==> config.mk <==
export PLATFORM = sky130hd
export DESIGN_NAME = spi_bitclk_gen
export DESIGN_NICKNAME = d
export VERILOG_FILES = /design/src/rtl/spi_bitclk_pkg.sv /design/src/rtl/spi_div_stage.sv /design/src/rtl/spi_sclk_phase.sv /design/src/rtl/spi_bitclk_gen.sv
export SDC_FILE = /design/constraint.sdc
export NUM_CORES = 1
export LEC_CHECK = 0
export ABC_CLOCK_PERIOD_IN_PS = 3400
export CAP_MARGIN = 10
export CORE_MARGIN = 1
export CORE_UTILIZATION = 40
export CTS_CLUSTER_DIAMETER = 150
export DETAILED_ROUTE_END_ITERATION = 10
export DONT_BUFFER_PORTS = 1
export PLACE_DENSITY = 0.51
export SYNTH_ARGS = -nofsm -noshare
export SYNTH_HDL_FRONTEND = slang
export SYNTH_HIERARCHICAL = 1
export SYNTH_SLANG_ARGS = --single-unit
==> constraint.sdc <==
create_clock -name clk -period 3.4 [get_ports clk]
set_input_delay 0.68 -clock clk [delete_from_list [all_inputs] [get_ports clk]]
set_output_delay 0.68 -clock clk [all_outputs]
set_load 0.01 [all_outputs]
==> src/rtl/spi_bitclk_pkg.sv <==
package spi_bitclk_pkg;
  localparam int PRESCALE_W = 8;
  localparam int RATE_W     = 8;
  localparam int HALF_PRE_W = PRESCALE_W - 1;

  typedef struct packed {
    logic [HALF_PRE_W-1:0] pre_lim;
    logic [RATE_W-1:0]     rate_lim;
  } div_cfg_t;
endpackage

==> src/rtl/spi_div_stage.sv <==
module spi_div_stage #(
  parameter int W = 8
) (
  input  logic         clk,
  input  logic         rst_n,
  input  logic         clr,
  input  logic         cen,
  input  logic [W-1:0] limit,
  output logic         tick
);
  logic [W-1:0] cnt_q;
  logic [W-1:0] cnt_d;
  logic         hit;

  assign hit  = (cnt_q == limit);
  assign tick = cen & hit;

  always_comb begin
    cnt_d = cnt_q;
    if (clr) begin
      cnt_d = '0;
    end else if (cen) begin
      cnt_d = hit ? '0 : cnt_q + 1'b1;
    end
  end

  always_ff @(posedge clk or negedge rst_n) begin
    if (!rst_n) begin
      cnt_q <= '0;
    end else begin
      cnt_q <= cnt_d;
    end
  end
endmodule

==> src/rtl/spi_sclk_phase.sv <==
module spi_sclk_phase (
  input  logic clk,
  input  logic rst_n,
  input  logic clr,
  input  logic half_tick,
  output logic level,
  output logic bit_end
);
  logic level_q;
  logic level_d;

  assign level   = level_q;
  assign bit_end = half_tick & level_q;

  always_comb begin
    level_d = level_q;
    if (clr) begin
      level_d = 1'b0;
    end else if (half_tick) begin
      level_d = ~level_q;
    end
  end

  always_ff @(posedge clk or negedge rst_n) begin
    if (!rst_n) begin
      level_q <= 1'b0;
    end else begin
      level_q <= level_d;
    end
  end
endmodule

==> src/rtl/spi_bitclk_gen.sv <==
module spi_bitclk_gen
  import spi_bitclk_pkg::*;
#(
  parameter int PW = PRESCALE_W,
  parameter int RW = RATE_W
) (
  input  logic          clk,
  input  logic          rst_n,
  input  logic          port_en,
  input  logic          frame_start,
  input  logic          frame_stop,
  input  logic [PW-1:0] prescale_cfg,
  input  logic [RW-1:0] rate_cfg,
  output logic          sclk_toggle,
  output logic          bit_tick,
  output logic          sclk_level
);
  localparam int HPW = PW - 1;

  logic          run_q;
  logic          run_d;
  logic [HPW-1:0] pre_lim_q;
  logic [HPW-1:0] pre_lim_d;
  logic [RW-1:0]  rate_lim_q;
  logic           start_go;
  logic           cnt_clr;
  logic           pre_tick;
  logic           half_tick;
  logic [HPW-1:0] half_pre;

  assign start_go = port_en & frame_start;
  assign cnt_clr  = ~port_en | frame_start | frame_stop;

  // Drop bit 0 of the prescale; the half value has a floor of 1.
  assign half_pre  = prescale_cfg[PW-1:1];
  assign pre_lim_d = (half_pre == '0) ? '0 : half_pre - 1'b1;

  always_comb begin
    run_d = run_q;
    if (!port_en) begin
      run_d = 1'b0;
    end else if (frame_start) begin
      run_d = 1'b1;
    end else if (frame_stop) begin
      run_d = 1'b0;
    end
  end

  always_ff @(posedge clk or negedge rst_n) begin
    if (!rst_n) begin
      run_q <= 1'b0;
    end else begin
      run_q <= run_d;
    end
  end

  // Frame-local divisor copies, loaded only when a frame starts.
  always_ff @(posedge clk or negedge rst_n) begin
    if (!rst_n) begin
      pre_lim_q  <= '0;
      rate_lim_q <= '0;
    end else if (start_go) begin
      pre_lim_q  <= pre_lim_d;
      rate_lim_q <= rate_cfg;
    end
  end

  spi_div_stage #(.W(HPW)) u_prescale (
    .clk   (clk),
    .rst_n (rst_n),
    .clr   (cnt_clr),
    .cen   (run_q),
    .limit (pre_lim_q),
    .tick  (pre_tick)
  );

  spi_div_stage #(.W(RW)) u_rate (
    .clk   (clk),
    .rst_n (rst_n),
    .clr   (cnt_clr),
    .cen   (pre_tick),
    .limit (rate_lim_q),
    .tick  (half_tick)
  );

  spi_sclk_phase u_phase (
    .clk       (clk),
    .rst_n     (rst_n),
    .clr       (cnt_clr),
    .half_tick (half_tick),
    .level     (sclk_level),
    .bit_end   (bit_tick)
  );

  assign sclk_toggle = half_tick;
endmodule

==> summary.txt, run 1 <==
Syn Nets -> 201
Clock skew -> 0.00404 ns
Largest net degree at the start of global routing -> 33
Vias -> 1285
Row cnt -> 23
DR iter-0 viols -> 49
Post-synth EDFFs -> 0
DIE HEIGHT -> 68.8 um
Final hold slack -> 0.0889 ns
Vias in the first global route -> 1296
Crit path kind -> register to output port
Max Freq -> 0.352 GHz
Critical Path, Cell by Cell -> xnor2_1 -> nand4_2 -> nor3_1 -> buf_4 -> inv_1 -> nor3_1 -> buf_4 -> and2_2
Clock transition at path regs -> 0.07 ns
Most common cell after layout, fill and taps aside -> dfrtp_1
Fin crit share -> 0.835
Leakage -> 0.000767 uW
Max incr delay on CP -> 0.43 ns
# diodes -> 0
Synthesized area per cell -> 10.2 um2
First-pass GRT wire length -> 5980 um
Worst-margin pin slew -> 0.514 ns
GRT Total Usage -> 0.178
CTS tree -> done
Hold Buf Count CTS -> 0
Ys flop type -> dfrtp_1
Area delta synth->final -> 8.26%
Mapped cell area -> 0.00179 mm2
Ys async rst share -> 1.00
Final core utilization -> 0.467
Setup Fix Bufs, Post-CTS -> 0
CTS Buffer Depth -> 2
Crit path capture type -> output port
Fill cell count -> 418
DRC -> 0
RSZ-0062 raised after global routing -> no
Area leader, netlist -> dfrtp_1
Largest fanout on the critical path -> 5
Arr. time, crit path -> 2.16 ns
Core area -> 0.00414 mm2
Min-Delay Path Class -> input pin to async pin
Top cells by area, synth -> dfrtp_1 (45%), xnor2_1 (9.8%), mux2_2 (5.7%)
Ports -> 24
Netlist cell types -> 44
Pins Over Slew Limit -> 0
Total congestion overflow -> 0
Post-route ant nets -> 0
H-tree levels -> 2
CTS buffer count -> 5
Skew-Pair Late Insertion Delay -> 0.28 ns
Die Area -> 0.00474 mm2
Via density -> 5.52
Clock Sinks -> 32
Setup crit start kind -> register
Synth Instances -> 176
Run status -> completed
Synth top area share -> 0.448
Clk root buf -> clkbuf_8
Final WL -> 3470 um
CTS resizes -> 0
Yosys warnings -> 6
Fin crit period -> 2.84 ns
Max VDD drop -> 0.252 mV
Initial Utilization -> 0.431
Req. time, crit path -> 2.72 ns
Max cap viols -> 0
Power Density -> 421 mW/mm2
Die width -> 68.8 um
Hpwl dp -> 2570 um
Avg WL per Cell -> 14.9 um
Sequential share of the synthesized area -> 0.448
Nets -> 207
Setup TNS -> 0 ns
Final setup viols -> 0
Layout cells sized above 1 -> 0.164
Drt first pass iters -> 4
Slew headroom -> 0.656
Commonest cells after routing, fill and taps aside -> dfrtp_1 (32), xnor2_1 (20), nor2_1 (14)
Yosys reg bits -> 32
PortBufs -> 0
Initial antenna violation count -> 0
Final hold violations -> 0
Slowest stage cell, crit path -> dfrtp_1
Gpl congestion -> 0.810
-- final cells by class --
cell class | count | area (um2) | area share
Sequential cell | 32 | 801 | 0.414
Clock buffer | 6 | 82.6 | 0.0427
Clock inverter | 2 | 10.0 | 0.00517
Multi-Input combinational cell | 130 | 922 | 0.477
Timing Repair Buffer | 2 | 15.0 | 0.00776
Tap cell | 50 | 62.6 | 0.0323
Inverter | 11 | 41.3 | 0.0213
-- worst max-delay path: cells and delay by family (launching register included) --
family	cells	cell delay [ns]
and+or+nand+nor	4	0.83
DFF	1	0.43
buffers and inverters	3	0.40
xor gates and xnor gates	1	0.20
-- path summary, 6_finish.rpt --
check	from	end	slack, ns	depth (start not counted)
max	u_prescale/cnt_q[0]	bit_tick	0.56	8
min	rst_n	u_phase/level	0.09	0
max reg2reg	u_prescale/cnt_q[4]	u_rate/cnt_q[4]	1.39	8
min reg2reg	pre_lim_q[2]	pre_lim_q[2]	0.51	2
max in group asynchronous	rst_n	pre_lim_q[5]	3.24	0
min in group clk	prescale_cfg[1]	pre_lim_q[0]	0.49	1
-- metal layers --
metal  global-route usage  vias up  wire [um]
li1                     -      626          -
met1                0.244      615       1730
met2                0.259       38       1490
met3               0.0477        6        180
met4               0.0842        0         65
met5                    0        -          0
-- kinds of logic (layout without fill, tap and decap cells) --
group | after synthesis | count (layout) | synth area share
buf+inv | 14 | 21 | 0.0357
compound gates | 32 | 32 | 0.130
fa+ha+maj | 4 | 4 | 0.0280
flops | 32 | 32 | 0.448
mux | 9 | 9 | 0.0567
xor+xnor | 23 | 23 | 0.113
simple gates | 62 | 62 | 0.189
-- registers in the layout, summed over array words and instances, names as in the netlist --
| name | count |
|---|---|
| u_prescale/cnt_q | 7 |
| run_q | 1 |
| u_rate/cnt_q | 8 |
| u_phase/level | 1 |
| pre_lim_q | 7 |
| rate_lim_q | 8 |
-- metrics by stage --
step	setup slack, ns	cell area [um2]	power (uW)	cells
finish	0.560	1930	814	233
global route	0.401	1930	859	233
CTS	0.540	1930	824	233
detailed placement	0.858	1840	523	225
global placement	0.867	1840	519	225
floorplan	0.687	1790	508	176
-- cells in the mapped netlist (2+ instances only) --
cell / n
xnor2_1: 20
mux2_2: 9
and2_2: 2
nand4_1: 2
nor3_1: 6
a31oi_1: 4
and2_1: 3
o2111ai_1: 2
and3_1: 3
a21oi_1: 2
nand2_1: 13
xor2_1: 3
o31ai_1: 8
inv_1: 10
nand3_1: 4
o22ai_1: 2
ha_1: 4
nand2b_1: 4
dfrtp_1: 32
o21ai_0: 5
nor2_1: 14
o21ai_1: 2
-- power breakdown --
group / internal (uW) / switching (uW)
Clock: 161 / 138
Combinational: 46.2 / 39.2
Sequential: 408 / 21.3
Total: 615 / 198
No activity file was read; power rests on OpenSTA's default activity.
==> run 2, diff against run 1 <==
ABC_CLOCK_PERIOD_IN_PS = 2300   (was 3400)
PLACE_DENSITY = 0.53   (was 0.51)
clock period = 2.3 ns   (was 3.4 ns; I/O delays follow)
==> run 2 against run 1 <==
Effect of this change: critical path depth fell by 2; total power rose by 51%; cell count rose by 1.7%; clock power rose by 45%; count of clock-buffer cells in the layout rose by 2; utilization rose by 1.8 points; first-iteration DRC count rose by 2.0%; via count fell by 0.86%; critical endpoint unchanged.
==> summary.txt, run 2 (same netlist as run 1, synthesis figures left out) <==
Largest fanout on the critical path -> 4 (-1)
PortBufs -> 0 (unchanged)
DIE HEIGHT -> 68.8 um (unchanged)
Fin crit period -> 2.17 ns
Final setup viols -> 0 (unchanged)
RSZ-0062 raised after global routing -> no
Slew headroom -> 0.689 (+0.0324)
Largest registers -> rate_lim_q: 8 flops, u_rate/cnt_q: 8 flops
Nets -> 211 (+1.9%)
Slowest stage cell, crit path -> dfrtp_1
Initial antenna violation count -> 0 (unchanged)
Via density -> 5.38 (-2.5%)
H-tree levels -> 2 (unchanged)
Min-Delay Path Class -> input pin to async pin
Drt first pass iters -> 4 (unchanged)
Max incr delay on CP -> 0.45 ns (+0.02 ns)
Core area -> 0.00414 mm2 (unchanged)
Setup TNS -> 0 ns (unchanged)
Avg WL per Cell -> 14.4 um (-2.9%)
Die width -> 68.8 um (unchanged)
First-pass GRT wire length -> 5890 um (-1.6%)
Placed Cells -> 226 (+0.44%)
DRC -> 0 (unchanged)
Clock skew -> 0.00490 ns (+0.000861 ns)
Critical Path, Cell by Cell -> xnor2_2 -> nand3_2 -> nor3_2 -> inv_1 -> nor3_2 -> and2_2
Pins Over Slew Limit -> 0 (unchanged)
Setup crit start kind -> register
Crit path kind -> register to output port
Fin crit share -> 0.946
Arr. time, crit path -> 1.71 ns (-0.45 ns)
Max cap viols -> 0 (unchanged)
Leakage -> 0.000797 uW (+3.8%)
Overall Power -> 1230 uW (+51%)
Gpl congestion -> 0.833 (+2.9%)
Final core utilization -> 0.484 (+0.0175)
Setup WS pre-CTS -> 0.280 ns (-0.579 ns)
Skew-Pair Late Insertion Delay -> 0.27 ns (about the same)
Total congestion overflow -> 0 (unchanged)
Power Density -> 611 mW/mm2 (+45%)
Final WL -> 3420 um (-1.2%)
Crit path max-delay family -> simple AND/OR/NAND/NOR gates
Area delta synth->final -> 12.3%
Cell repeated most along the worst path -> nor3_2
CTS buffer count -> 5 (unchanged)
Final hold violations -> 0 (unchanged)
Worst-margin pin slew -> 0.467 ns (-0.0468 ns)
Die Area -> 0.00474 mm2 (unchanged)
Commonest cells after routing, fill and taps aside -> dfrtp_1 (32), xnor2_1 (17), nor2_1 (14)
Run status -> completed
CTS tree -> done
Largest net degree at the start of global routing -> 33 (unchanged)
GRT Total Usage -> 0.174 (-0.00406)
Count of buffer and inverter cells on the critical path -> 1 (-2)
Final std cells w/o fill -> 237 (+1.7%)
Most common cell after layout, fill and taps aside -> dfrtp_1
# diodes -> 0 (unchanged)
Layout cells sized above 1 -> 0.198 (+0.0339)
Clock Sinks -> 32 (unchanged)
CTS Buffer Depth -> 2 (unchanged)
Post-route ant nets -> 0 (unchanged)
Clk root buf -> clkbuf_8
DR iter-0 viols -> 50 (+2.0%)
Max VDD drop -> 0.349 mV (+38%)
Vias in the first global route -> 1239 (-4.4%)
Initial Utilization -> 0.431 (unchanged)
Row cnt -> 23 (unchanged)
Vias -> 1274 (-0.86%)
Hpwl dp -> 2560 um (-0.17%)
Req. time, crit path -> 1.84 ns (-0.88 ns)
Worst setup margin -> 0.125 ns (-0.435 ns)
Crit path capture type -> output port
Clock transition at path regs -> 0.07 ns (about the same)
Max Freq -> 0.460 GHz
Ports -> 24 (unchanged)
run 2: cell types whose count changed in the layout (fill, tap and decap cells not counted):
cell | previous run | this run
clkinv_2 | 2 | 0
xnor2_1 | 20 | 17
xnor2_2 | 0 | 3
nor3_1 | 6 | 4
nor3_2 | 0 | 2
clkbuf_1 | 0 | 2
buf_4 | 2 | 5
buf_12 | 0 | 1
run 2: worst register-to-register path: cells and delay by family (launching register included):
family / cells / cell delay (ns)
compound gates: 2 / 0.23
simple gates: 4 / 0.51
flops: 1 / 0.45
xor+xnor: 1 / 0.19
buf+inv: 2 / 0.33
run 2: timing repair:
action / CTS / global route
pin swaps: 1 / 0
endpoints found under the hold margin: 32 / 0
gates resized for setup: 0 / 3
gates cloned: 0 / 0
endpoints found under the setup margin: 1 / 1
buffers inserted: 2 / 0
hold buffers: 1 / 0
run 2: metrics by stage:
stage | instance area, um2 | hold slack [ns]
finish | 2010 | 0.00790
global placement | 1860 | 0.165
global route | 2010 | 0.00963
floorplan | 1800 | 0.164
CTS | 1980 | 0.00931
detailed placement | 1860 | 0.165
run 2: final timing paths:
check,from,endpoint,slack (ns),cells after the start
max,u_prescale/cnt_q[2],bit_tick,0.13,6
min,rst_n,u_phase/level,0.008,1
max reg2reg,u_prescale/cnt_q[2],u_rate/cnt_q[5],0.45,9
min reg2reg,pre_lim_q[4],pre_lim_q[4],0.52,2
max in group asynchronous,rst_n,rate_lim_q[7],2.12,1
min in group clk,prescale_cfg[1],pre_lim_q[0],0.29,1
run 2: cell type report:
cell class | count | area (um2)
fill | 396 | 2140
multi-input combinational | 130 | 955
sequential | 32 | 801
clock buffer | 8 | 90.1
tap | 50 | 62.6
timing repair buffer | 6 | 57.6
inverter | 11 | 41.3
run 2: routing by layer:
layer  GRT usage  part of all wire  up-vias  wire length (um)
met5           0                 0        -                 0
met4      0.0612             0.012        0                42
met3      0.0493             0.041        4               140
met2       0.250              0.42       30              1450
met1       0.248              0.52      602              1800
li1            -                 -      638                 -
run 2: report_power, final:
| part | switching (uW) | internal [uW] |
|---|---|---|
| Combinational | 73.1 | 82.8 |
| Sequential | 33.4 | 603 |
| Clock | 189 | 244 |
| Total | 296 | 930 |
==> run 3, diff against run 2 <==
RECOVER_POWER = 100   (was not set)
==> run 3 against run 2 <==
Effect of this change: the run now ends with capacitance limit, slew limit left; cell count stayed put; wire length is 0.99% higher; combinational power is 8% lower; clock skew hardly changed; flip-flop and latch count stayed put; critical path type unchanged.
==> summary.txt, run 3 (same netlist as run 1, synthesis figures left out) <==
Layout cells sized above 1 -> 0.150 (-0.0481)
Clk pwr share -> 0.358 (+0.005)
Largest net degree at the start of global routing -> 33 (unchanged)
PortBufs -> 0 (unchanged)
Ports -> 24 (unchanged)
Global Route met2 Usage -> 0.250 (unchanged)
First-pass GRT wire length -> 5890 um (unchanged)
Drt first pass iters -> 4 (unchanged)
RSZ-0062 raised after global routing -> no
Min-Delay Path Class -> input pin to register
Global routing's busiest layer -> met2
Post-route cell area -> 0.00195 mm2 (-2.9%)
Worst-case reg-to-reg path depth -> 9 (unchanged)
Failing checks -> capacitance limit, slew limit
Final hold violations -> 0 (unchanged)
Met3 Track Usage GR -> 0.0493 (unchanged)
Total congestion overflow -> 0 (unchanged)
Post-route ant nets -> 0 (unchanged)
Clk root buf -> clkbuf_8
Worst-margin pin slew -> 1.67 ns (+1.20 ns)
CTS tree -> done
Max incr delay on CP -> 0.43 ns (-0.02 ns)
Worst setup margin -> 0.136 ns (+0.0111 ns)
Flop pwr share -> 0.524 (+0.005)
Max Freq -> 0.462 GHz (+0.51%)
Run status -> finished with violations
Worst Setup SP -> u_prescale/cnt_q[5]
Slowest stage cell, crit path -> dfrtp_1
Min-delay src -> prescale_cfg[1]
Crit path capture type -> output port
H-tree levels -> 2 (unchanged)
Max VDD drop -> 0.349 mV (+0.11%)
Setup TNS -> 0 ns (unchanged)
Nets -> 211 (unchanged)
Dpl cell area -> 0.00186 mm2 (unchanged)
Slew headroom -> -0.113 (-0.802)
Setup WS pre-CTS -> 0.280 ns (unchanged)
DR iter-0 viols -> 44 (-12%)
Row cnt -> 23 (unchanged)
Largest registers -> rate_lim_q: 8 flops, u_rate/cnt_q: 8 flops
Die width -> 68.8 um (unchanged)
Leakage -> 0.000760 uW (-4.7%)
DRC -> 0 (unchanged)
Setup crit start kind -> register
Critical Path, Cell by Cell -> xnor2_1 -> nand3_2 -> nor3_2 -> inv_1 -> nor3_2 -> and2_2
DIE HEIGHT -> 68.8 um (unchanged)
Max cap viols -> 1 (+1)
Fill cell count -> 408 (+3.0%)
Switching pwr -> 293 uW (-1.1%)
Fin crit period -> 2.16 ns (-0.0111 ns)
Crit path kind -> register to output port
Cell repeated most along the worst path -> nor3_2
R2R Path End -> u_rate/cnt_q[5]
Clock Sinks -> 32 (unchanged)
Internal power -> 922 uW (-0.83%)
Power Density -> 623 mW/mm2 (+2.1%)
Initial antenna violation count -> 0 (unchanged)
Worst Setup EP -> bit_tick
Clock transition at path regs -> 0.06 ns (about the same)
Grt met1 use -> 0.248 (unchanged)
Pins Over Slew Limit -> 33 (+33)
Initial Utilization -> 0.431 (unchanged)
Vias -> 1271 (-0.24%)
Hpwl dp -> 2560 um (unchanged)
Req. time, crit path -> 1.84 ns (about the same)
Via density -> 5.36 (-0.24%)
R2r startpoint -> u_prescale/cnt_q[5]
Gpl congestion -> 0.833 (unchanged)
Core area -> 0.00414 mm2 (unchanged)
Final setup viols -> 0 (unchanged)
Crit path max-delay family -> simple AND/OR/NAND/NOR gates
Count of buffer and inverter cells on the critical path -> 1 (unchanged)
Arr. time, crit path -> 1.70 ns (about the same)
Largest fanout on the critical path -> 5 (+1)
Commonest cells after routing, fill and taps aside -> dfrtp_1 (32), xnor2_1 (17), nand2_1 (14), nor2_1 (14), inv_1 (10)
Area delta synth->final -> 9.03%
Stages on worst setup path -> 6 (unchanged)
CTS Buffer Depth -> 2 (unchanged)
Avg WL per Cell -> 14.6 um (+0.99%)
Comb power frac -> 0.118 (-0.009)
Die Area -> 0.00474 mm2 (unchanged)
Sw frac -> 0.241 (-0.000497)
Clock skew -> 0.00493 ns (+0.0000243 ns)
Vias in the first global route -> 1239 (unchanged)
# diodes -> 0 (unchanged)
GRT Total Usage -> 0.174 (unchanged)
Fin crit share -> 0.941 (-0.00483)
Skew-Pair Late Insertion Delay -> 0.27 ns (about the same)
Final WL -> 3460 um (+0.99%)
Flop2flop setup slack -> 0.36 ns (-0.09 ns)
Most common cell after layout, fill and taps aside -> dfrtp_1
CTS buffer count -> 5 (unchanged)
## run 3: final cells by class
cell class              count  area (um2)  share of cell area
multi-input cells         130         926               0.475
flip-flops and latches     32         801               0.411
clock buffers               8        90.1              0.0462
well taps                  50        62.6              0.0321
inverters                  11        41.3              0.0212
repair buffers              6        27.5              0.0141
## run 3: power groups by stage
stage / Sequential [uW] / Clock (uW) / Combinational [uW]
2_1_floorplan: 636 / 0 / 117
3_3_place_gp: 644 / 0 / 126
3_5_place_dp: 646 / 0 / 131
4_1_cts: 635 / 447 / 153
5_1_grt: 643 / 479 / 162
6_report: 636 / 434 / 144
## run 3: how the worst min path moves through the flow
stage                          endpoint  slack (ns)  cells after the start
floorplan                  pre_lim_q[0]        0.16                      0
global placement    u_prescale/cnt_q[3]        0.17                      0
detailed placement  u_prescale/cnt_q[3]        0.17                      0
CTS                       u_phase/level       0.009                      1
global route               pre_lim_q[0]        0.28                      1
finish                     pre_lim_q[0]        0.29                      1
## run 3: layer usage
| layer | routed length, um | share of wire | vias up |
|---|---|---|---|
| met5 | 0 | 0 | - |
| met4 | 42 | 0.012 | 0 |
| met3 | 140 | 0.040 | 4 |
| met2 | 1460 | 0.42 | 29 |
| met1 | 1820 | 0.52 | 600 |
| li1 | - | - | 638 |
## run 3: stage by stage
| stage | cells | utilization | hold slack [ns] | power (uW) |
|---|---|---|---|---|
| finish | 237 | 0.470 | 0.287 | 1210 |
| global route | 237 | 0.470 | 0.281 | 1280 |
| CTS | 237 | 0.479 | 0.00931 | 1240 |
| detailed placement | 226 | 0.449 | 0.165 | 777 |
| global placement | 226 | 0.449 | 0.165 | 770 |
| floorplan | 176 | - | 0.164 | 753 |
## run 3: what timing repair did
| action | 4_1_cts | 5_1_grt |
|---|---|---|
| hold buffers | 1 | 0 |
| endpoints found under the setup margin | 1 | 1 |
| resized for setup | 0 | 3 |
| pin swaps | 1 | 0 |
| hold endpoints to repair | 32 | 0 |
| setup buffers | 2 | 0 |
